## src/rtl/brf_pkg.sv

```systemverilog
package brf_pkg;
   typedef enum logic [1:0] {
      PH_WAIT = 2'd0,
      PH_HI   = 2'd1,
      PH_LO   = 2'd2
   } brf_phase_t;
endpackage

```

## src/rtl/brf_edge.sv

```systemverilog
module brf_edge (
   input  logic clk,
   input  logic rst_n,
   input  logic level_in,
   output logic rise
);
   logic level_q;

   always_ff @(posedge clk) begin
      if (!rst_n) level_q <= 1'b0;
      else        level_q <= level_in;
   end

   assign rise = level_in & ~level_q;
endmodule

```

## src/rtl/brf_lowres.sv

```systemverilog
module brf_lowres #(
   parameter int IN_W     = 14,
   parameter int LO_W     = 9,
   parameter bit ROUND_EN = 1'b1
) (
   input  logic [IN_W-1:0] din,
   output logic [IN_W-1:0] dout
);
   localparam int DROP = IN_W - LO_W;

   if (LO_W < 2 || LO_W >= IN_W) begin : g_bad_width
      $error("brf_lowres: LO_W must lie in 2 .. IN_W-1");
   end

   logic [LO_W-1:0] code;

   if (ROUND_EN) begin : g_round
      localparam logic [IN_W:0] HALF = (IN_W+1)'(1) << (DROP - 1);
      logic [IN_W:0] ext;
      logic [IN_W:0] sum;
      logic [LO_W:0] q;
      logic          ovf;
      always_comb begin
         ext  = {din[IN_W-1], din};
         sum  = ext + HALF;
         q    = sum[IN_W:DROP];
         ovf  = q[LO_W] ^ q[LO_W-1];
         // on overflow pin to the extreme with the sign of the wide result
         code = ovf ? {q[LO_W], {(LO_W-1){~q[LO_W]}}} : q[LO_W-1:0];
      end
   end else begin : g_trunc
      assign code = din[IN_W-1:DROP];
   end

   assign dout = {code, {DROP{1'b0}}};
endmodule

```

## src/rtl/brf_seq.sv

```systemverilog
module brf_seq
   import brf_pkg::*;
#(
   parameter int CNT_W = 8
) (
   input  logic             clk,
   input  logic             rst_n,
   input  logic             in_valid,
   input  logic             manual,
   input  logic             trig_rise,
   input  logic [CNT_W-1:0] hi_len,
   input  logic [CNT_W-1:0] lo_len,
   output brf_phase_t       phase,
   output logic             ready
);
   if (CNT_W < 1) begin : g_bad_cnt
      $error("brf_seq: CNT_W must be at least 1");
   end

   localparam logic [CNT_W-1:0] ONE = CNT_W'(1);

   logic [CNT_W-1:0] cnt;
   brf_phase_t       alo_ph, ahi_ph, trg_ph, nph;
   logic [CNT_W-1:0] alo_cnt, ahi_cnt, trg_cnt, ncnt;
   logic             accept;

   // decision when a low-resolution stretch ends
   always_comb begin
      if (manual) begin
         alo_ph = PH_WAIT; alo_cnt = '0;
      end else if (hi_len != '0) begin
         alo_ph = PH_HI;   alo_cnt = hi_len;
      end else if (lo_len != '0) begin
         alo_ph = PH_LO;   alo_cnt = lo_len;
      end else begin
         alo_ph = PH_WAIT; alo_cnt = '0;
      end
   end

   // decision when a high-resolution burst ends
   always_comb begin
      if (lo_len != '0) begin
         ahi_ph = PH_LO;  ahi_cnt = lo_len;
      end else begin
         ahi_ph = alo_ph; ahi_cnt = alo_cnt;
      end
   end

   // decision on an accepted trigger
   always_comb begin
      if (hi_len != '0) begin
         trg_ph = PH_HI;  trg_cnt = hi_len;
      end else begin
         trg_ph = ahi_ph; trg_cnt = ahi_cnt;
      end
   end

   assign ready  = manual && (phase == PH_WAIT);
   assign accept = ready && trig_rise;

   always_comb begin
      nph  = phase;
      ncnt = cnt;
      if (accept) begin
         nph = trg_ph; ncnt = trg_cnt;
      end else if (in_valid) begin
         case (phase)
            PH_HI: begin
               if (cnt == ONE) begin nph = ahi_ph; ncnt = ahi_cnt; end
               else            ncnt = cnt - ONE;
            end
            PH_LO: begin
               if (cnt == ONE) begin nph = alo_ph; ncnt = alo_cnt; end
               else            ncnt = cnt - ONE;
            end
            default: begin
               if (!manual) begin nph = alo_ph; ncnt = alo_cnt; end
            end
         endcase
      end
   end

   always_ff @(posedge clk) begin
      if (!rst_n) begin
         phase <= PH_WAIT;
         cnt   <= '0;
      end else begin
         phase <= nph;
         cnt   <= ncnt;
      end
   end

   a_r4_count_live: assert property (@(posedge clk) disable iff (!rst_n)
      (phase != PH_WAIT) |-> (cnt != '0));

   a_r4_count_step: assert property (@(posedge clk) disable iff (!rst_n)
      (in_valid && phase == PH_HI && cnt > ONE) |=>
         (phase == PH_HI && cnt == $past(cnt) - ONE));

   a_r8_wait_holds: assert property (@(posedge clk) disable iff (!rst_n)
      (phase == PH_WAIT && manual && !trig_rise) |=> (phase == PH_WAIT));

   a_r7_trigger_loads: assert property (@(posedge clk) disable iff (!rst_n)
      (phase == PH_WAIT && manual && trig_rise && hi_len != '0) |=>
         (phase == PH_HI && cnt == $past(hi_len)));
endmodule

```

## src/rtl/burst_res_formatter.sv

```systemverilog
module burst_res_formatter
   import brf_pkg::*;
#(
   parameter int IN_W     = 14,
   parameter int LO_W     = 9,
   parameter int CNT_W    = 8,
   parameter bit ROUND_EN = 1'b1
) (
   input  logic             clk,
   input  logic             rst_n,
   input  logic             in_valid,
   input  logic [IN_W-1:0]  in_sample,
   input  logic [CNT_W-1:0] cfg_hi_len,
   input  logic [CNT_W-1:0] cfg_lo_len,
   input  logic             cfg_manual,
   input  logic             trig_in,
   output logic             out_valid,
   output logic [IN_W-1:0]  out_sample,
   output logic             out_hires,
   output logic             trig_ready
);
   localparam int DROP = IN_W - LO_W;

   brf_phase_t      phase;
   logic            trig_rise;
   logic [IN_W-1:0] low_word;

   brf_edge u_edge (
      .clk      (clk),
      .rst_n    (rst_n),
      .level_in (trig_in),
      .rise     (trig_rise)
   );

   brf_seq #(.CNT_W(CNT_W)) u_seq (
      .clk       (clk),
      .rst_n     (rst_n),
      .in_valid  (in_valid),
      .manual    (cfg_manual),
      .trig_rise (trig_rise),
      .hi_len    (cfg_hi_len),
      .lo_len    (cfg_lo_len),
      .phase     (phase),
      .ready     (trig_ready)
   );

   brf_lowres #(.IN_W(IN_W), .LO_W(LO_W), .ROUND_EN(ROUND_EN)) u_lowres (
      .din  (in_sample),
      .dout (low_word)
   );

   always_ff @(posedge clk) begin
      if (!rst_n) begin
         out_valid  <= 1'b0;
         out_hires  <= 1'b0;
         out_sample <= '0;
      end else begin
         out_valid <= in_valid;
         if (in_valid) begin
            out_hires  <= (phase == PH_HI);
            out_sample <= (phase == PH_HI) ? in_sample : low_word;
         end
      end
   end

   a_r1_valid_latency: assert property (@(posedge clk) disable iff (!rst_n)
      1'b1 |=> (out_valid == $past(in_valid)));

   a_r2_high_passthru: assert property (@(posedge clk) disable iff (!rst_n)
      (out_valid && out_hires) |-> (out_sample == $past(in_sample)));

   a_r3_low_tail_zero: assert property (@(posedge clk) disable iff (!rst_n)
      (out_valid && !out_hires) |-> (out_sample[DROP-1:0] == '0));
endmodule

```

## config.mk

```make
export PLATFORM = sky130hd
export DESIGN_NAME = burst_res_formatter
export DESIGN_NICKNAME = d
export VERILOG_FILES = /design/src/rtl/brf_pkg.sv /design/src/rtl/brf_edge.sv /design/src/rtl/brf_lowres.sv /design/src/rtl/brf_seq.sv /design/src/rtl/burst_res_formatter.sv
export SDC_FILE = /design/constraint.sdc
export NUM_CORES = 1
export LEC_CHECK = 0
export BUFFER_PORTS_ARGS = -buffer_cell sky130_fd_sc_hd__buf_4
export CELL_PAD_IN_SITES_DETAIL_PLACEMENT = 0
export CELL_PAD_IN_SITES_GLOBAL_PLACEMENT = 1
export CORE_ASPECT_RATIO = 1.5
export CORE_MARGIN = 8
export CORE_UTILIZATION = 42
export DETAILED_ROUTE_END_ITERATION = 12
export PLACE_DENSITY = 0.89
export SYNTH_ARGS = -nofsm -noshare
export SYNTH_HDL_FRONTEND = slang
export SYNTH_SLANG_ARGS = --single-unit
```

## constraint.sdc

```tcl
create_clock -name clk -period 4.3 [get_ports clk]
set_input_delay 0.215 -clock clk [delete_from_list [all_inputs] [get_ports clk]]
set_output_delay 0.215 -clock clk [all_outputs]
set_load 0.05 [all_outputs]
```

# Yosys cells after proc, flatten, opt, wreduce, memory -nomap -nowiden
# Cells that the tools add are included.
# W data, S select, Z words.
dict set report totals {
  mem_count 0
  reg_bits 27
  mem_bits_rw 0
  latchBits 0
  inputBits 35
  mem_bits_ro 0
}
dict set report op_classes {
  shifts 0
  eq_ne 6
  addsub 2
  bitwise 4
  div_mod_pow 0
  mul 0
  magnitude_cmp 0
  reduce_logical 8
  muxes 24
}
# op n
set ops {}
lappend ops {{$mux W8} 10}
lappend ops {{$mux W2} 10}
lappend ops {{$pmux W8 S2} 1}
lappend ops {{$reduce_bool A8 Y1} 2}
lappend ops {{$add A14 B6 Y15 const B} 1}
lappend ops {{$mux W14} 1}
lappend ops {{$mux W9} 1}
lappend ops {{$eq A8 B1 Y1 const B} 1}
lappend ops {{$sub A8 B1 Y8 const B} 1}
lappend ops {{$ne A3 B1 Y1 const B} 2}
lappend ops {{$ne A4 B1 Y1 const B} 1}
lappend ops {{$pmux W2 S2} 1}
lappend ops {{$reduce_and A4 Y1} 1}
lappend ops {{$eq A2 B1 Y1 const B} 1}
lappend ops {{$eq A2 B2 Y1 const B} 1}
lappend ops {{$logic_and A1 B1 Y1} 2}
lappend ops {{$logic_not A2 Y1} 1}
lappend ops {{$not A1 Y1} 2}
lappend ops {{$reduce_and A2 Y1} 1}
lappend ops {{$reduce_bool A2 Y1} 1}
lappend ops {{$and A1 B1 Y1} 1}
lappend ops {{$xor A1 B1 Y1} 1}

# Logic depth before layout (Yosys ltp)
dict set report depth {
  ltp_word 9
  depth_mapped 8
}

# Modules after synthesis
# A second synthesis with hierarchy kept.
dict set report hier_totals {
  hier_cells 293
  area_unflattened_um2 2406.1
}
# module instances cells_per_inst area_each_um2
set modules_own_cells {}
lappend modules_own_cells {brf_seq 1 147 1073.5}
lappend modules_own_cells {burst_res_formatter 1 85 900.9}
lappend modules_own_cells {brf_lowres 1 58 391.6}
lappend modules_own_cells {brf_edge 1 3 40.0}

# Worst setup path before layout
# No wires, ideal clock.
dict set report synth_timing {
  path_type {register to register}
  start {register u_seq.cnt[0]}
  end {register u_seq.cnt[0]}
  path_buffers 1
  path_slack_ns 2.485
  period_less_slack_ns 1.815
  path_stages_with_launch 8
  required_ns 4.221
  arrival_time_ns 1.735
  setup_time_ns 0.079
  cell_sequence {dfxtp_1 > ha_1 > nor3b_1 > and2_1 > buf_2 > o22ai_1 > o221a_1 > a211oi_2}
}
dict set report synth_between {
  elab_chain_len 5
}
# element line
set synth_lines {}
lappend synth_lines {{start, declared} brf_seq.sv:22} ;# logic [CNT_W-1:0] cnt;
lappend synth_lines {{start signal, assigned} brf_seq.sv:89} ;# cnt <= ncnt;
lappend synth_lines {{$sub A8 B1 Y8 or $eq A8 B1 Y1 (tied branches)} n/a}
lappend synth_lines {{$mux W8 (on tied branches)} {brf_seq.sv:73, brf_seq.sv:69}}
lappend synth_lines {{$pmux W8 S2 (*)} brf_seq.sv:67} ;# case (phase)
lappend synth_lines {{$mux W8 (*)} brf_seq.sv:66} ;# end else if (in_valid) begin
lappend synth_lines {{$mux W8 (*)} brf_seq.sv:64} ;# if (accept) begin
# Mark *: on every way between the ends. The rest lies on a longest branch, timed or not. The select of a mux whose other input is x is not followed.
# A chain may end at the register's enable or synchronous reset.

# Final worst setup path
dict set report layout_timing {
  start {register u_seq.phase[1]}
  end {register u_seq.cnt[3]}
}
dict set report layout_between {
  elab_chain_len 5
}
# element line
set layout_lines {}
lappend layout_lines {{start, declared} brf_seq.sv:13} ;# output brf_phase_t phase,
lappend layout_lines {{start signal, assigned} brf_seq.sv:88} ;# phase <= nph;
lappend layout_lines {{$logic_not A2 Y1} brf_seq.sv:58} ;# assign ready = manual && (phase == PH_WAIT);
lappend layout_lines {{$logic_and A1 B1 Y1} brf_seq.sv:58}
lappend layout_lines {{$logic_and A1 B1 Y1} brf_seq.sv:59} ;# assign accept = ready && trig_rise;
lappend layout_lines {{$ne A4 B1 Y1 (no line) or $reduce_bool A2 Y1 (tied branches)} n/a}
lappend layout_lines {{$reduce_and A2 Y1 (no line)} n/a}
# Parallel ways exist; a longest one is shown, timed or not. The select of a mux whose other input is x is not followed.

==> results.yml <==
final_layout:
  final_common_cell: "buf_4"
  stdcell_count: 377
  drive_above_1_share_pct: 21.86
  antenna_cells: 0
  final_cell_mix: "buf_4 (51), dfxtp_1 (27), nor2_1 (20)"
  fill_cells: 492
  finalNetCount: 353
  utilization_pct: 53.42
  area_growth_pct: 21.69
clock_network:
  cts_hold_buf: 0
  cts_setup_buffers: 0
  cts_sinks: 27
  clock_path_buffers: 2
  cts_tree: "yes"
  cts_resized: 0
  clkTransAtPathRegs_ps: 110
  clock_latency_ps: 280
  root_buffer: "clkbuf_8"
  numCtsBuffers: 3
  cts.htree.levels: 1
logic_synthesis:
  synth_cell_types: 55
  synthCells: 269
  synth_area_per_cell_um2: 7.912
  yosys_warnings: 0
  synth_nets: 310
  synth_edf_count: 0
  synth_seq_area_share_pct: 25.40
  ys_async_sr_fraction_pct: 0
  syn_area_um2: 2128
  ys_ff_latch: 27
  synthFlopType: "dfxtp_1"
setup_path:
  max_stage_delay_ps: 650
  cp_slowest_cell: "ha_1"
  path_delay_family: "compound AO/OA/AOI/OAI gates"
  critPathArrivalTime_ps: 2560
  cp-start-kind: "flop"
  crit_required_ps: 4480
  crit_type: "flop to flop"
  crit_start: "u_seq.phase[1]$_SDFFE_PN0P_"
  critPathCaptureType: "flop"
  r2r_start: "u_seq.phase[1]$_SDFFE_PN0P_"
  crit_path_cell_trace: "inv_1 -> ha_1 -> nor2_1 -> a21o_1 -> nand2_1 -> o221ai_1 -> o221a_2"
  cp_num_buf_inv: 1
  path_max_fanout: 23
timing:
  max_freq_mhz: 420.9
  tightestPinTransition_ps: 892.0
  fin_crit_sh_pct: 55.26
  setup_violations: 0
  rsz0062_at_grt: "no"
  finalHoldViolCount: 0
  layout_min_cycle_time_ps: 2376
  hold-worst-slack_ps: 163.1
  fin_skew_ps: 12.96
  setup_tns_ps: 0
  slew_viol_final: 0
  relSlewSlack_pct: 39.99
detailed_routing:
  ant_nets: 0
  vias: 2402
  dr.pass1.iters: 4
  wirelength_mm: 6.871
  drc: 0
  wl_per_cell_um: 18.23
  drt_iter0_markers: 207
  vias_per_cell: 6.371
placement:
  dp.cells: 373
  numPortBuffers: 51
  gp_congestion: 0.9578
  hpwl_mm: 5.361
grt:
  grt_pass1_vias: 2430
  overflow: 0
  grt_pass1_wl_mm: 11.10
  antenna_found_initial: 0
  grt_use_total_pct: 18.23
  grt_max_degree: 29
floorplan:
  rows: 31
  die_area_um2: 7648
  ios: 52
  die_w_um: 74.12
  coreArea_um2: 4848
  initial_core_util_pct: 43.90
  chipHeight_um: 103.2
outcome:
  outcome: "finished, final reports clean"
pwr:
  p_comb_share_pct: 38.7
  p_int_mw: 0.4448
  powerDensity_nw_per_um2: 278.1
  power_switching_mw: 0.2755
  switching_share_pct: 38.25
  p_clk_share_pct: 21.0
  pwr-share-seq_pct: 40.2
  ir_drop_v: 0.0001420
  design_power_total_mw: 0.7203
  leakagePower_nw: 0.9834
min_path:
  min_path_type: "input pin to flop"
  hold_start: "trig_in"
job:
  maxCapViolations: 0
-- synthesized netlist by cell type (3+ instances only) --
| cell type | n | area share, % |
|---|---|---|
| ha_1 | 6 | 3.5 |
| o22ai_1 | 5 | 1.5 |
| dfxtp_1 | 27 | 25 |
| buf_2 | 3 | 0.71 |
| o211a_1 | 3 | 1.4 |
| o21a_1 | 3 | 1.1 |
| o221a_2 | 3 | 1.6 |
| and4_1 | 3 | 1.2 |
| a21boi_0 | 7 | 2.5 |
| nor2_1 | 20 | 3.5 |
| nand3_1 | 8 | 1.9 |
| clkbuf_1 | 10 | 1.8 |
| nor4b_1 | 4 | 1.6 |
| a21o_1 | 3 | 1.1 |
| o21ai_0 | 14 | 3.3 |
| nor2b_1 | 11 | 3.2 |
| a21oi_1 | 16 | 3.8 |
| and2_1 | 5 | 1.5 |
| nor4_1 | 6 | 1.8 |
| o221ai_1 | 7 | 2.9 |
| mux2i_1 | 5 | 2.4 |
| o211ai_1 | 7 | 2.5 |
| a221oi_1 | 3 | 1.2 |
| a22oi_1 | 6 | 2.1 |
| nor3_1 | 6 | 1.4 |
| nand4_1 | 5 | 1.5 |
| a211oi_1 | 8 | 2.8 |
| inv_1 | 11 | 1.9 |
| nand2_1 | 19 | 3.4 |
-- flip-flops by register name, summed over array words and instances (netlist names) --
| name | count |
|---|---|
| out_sample | 14 |
| u_seq.cnt | 8 |
| u_seq.phase | 2 |
| out_hires | 1 |
| out_valid | 1 |
| u_edge.level_q | 1 |
-- routing by layer --
layer | vias up | routed length, µm | track usage (%) | share of wire (%)
met4 | 0 | 320 | 11.44 | 4.7
met5 | - | 0 | 0 | 0
met2 | 111 | 3726 | 33.36 | 54
met3 | 31 | 268 | 2.124 | 3.9
li1 | 1130 | - | - | -
met1 | 1130 | 2555 | 18.97 | 37
-- metrics by stage --
| stage | area (µm²) | worst slack, ps |
|---|---|---|
| 6_report | 2590 | 1924 |
| 5_1_grt | 2590 | 1746 |
| 4_1_cts | 2590 | 1966 |
| 3_5_place_dp | 2541 | 1974 |
| 3_3_place_gp | 2541 | 1961 |
| 2_1_floorplan | 2128 | 2485 |
-- final timing paths --
check             cells after the start  slack [ps]                     endpoint
hold reg to reg                       2         480  out_sample[13]$_SDFFE_PN0P_
setup reg to reg                      7        1920    u_seq.cnt[3]$_SDFFE_PN0P_
setup / recovery                      7        1920    u_seq.cnt[3]$_SDFFE_PN0P_
hold / removal                        2         160    u_edge.level_q$_SDFF_PN0_
-- area by class of cell --
class	count	area [µm²]	share of cell area [%]
clock buffer	3	41.29	1.594
multi-input combinational	218	1494	57.68
sequential	27	540.5	20.87
inverter	11	41.29	1.594
tap	66	82.58	3.188
clock inverter	1	7.507	0.2899
timing repair buffer	51	382.9	14.78
-- power groups by stage --
stage          Clock [mW]  Combinational, mW  Sequential (mW)
2_1_floorplan           0              0.157            0.320
3_3_place_gp            0              0.275            0.294
3_5_place_dp            0              0.275            0.295
4_1_cts             0.156              0.276            0.289
5_1_grt             0.166              0.301            0.292
6_report            0.151              0.279            0.290
-- cell families (layout without fill, tap and decap cells) --
| family | Yosys count | in the layout | synth area share, % |
|---|---|---|---|
| simple gates | 105 | 105 | 29.28 |
| compound gates | 98 | 98 | 33.28 |
| flops | 27 | 27 | 25.40 |
| buf+inv | 24 | 66 | 4.409 |
| fa+ha+maj | 6 | 6 | 3.527 |
| mux | 6 | 6 | 2.881 |
| xor+xnor | 3 | 3 | 1.235 |
Power figures use the tool's default switching activity.
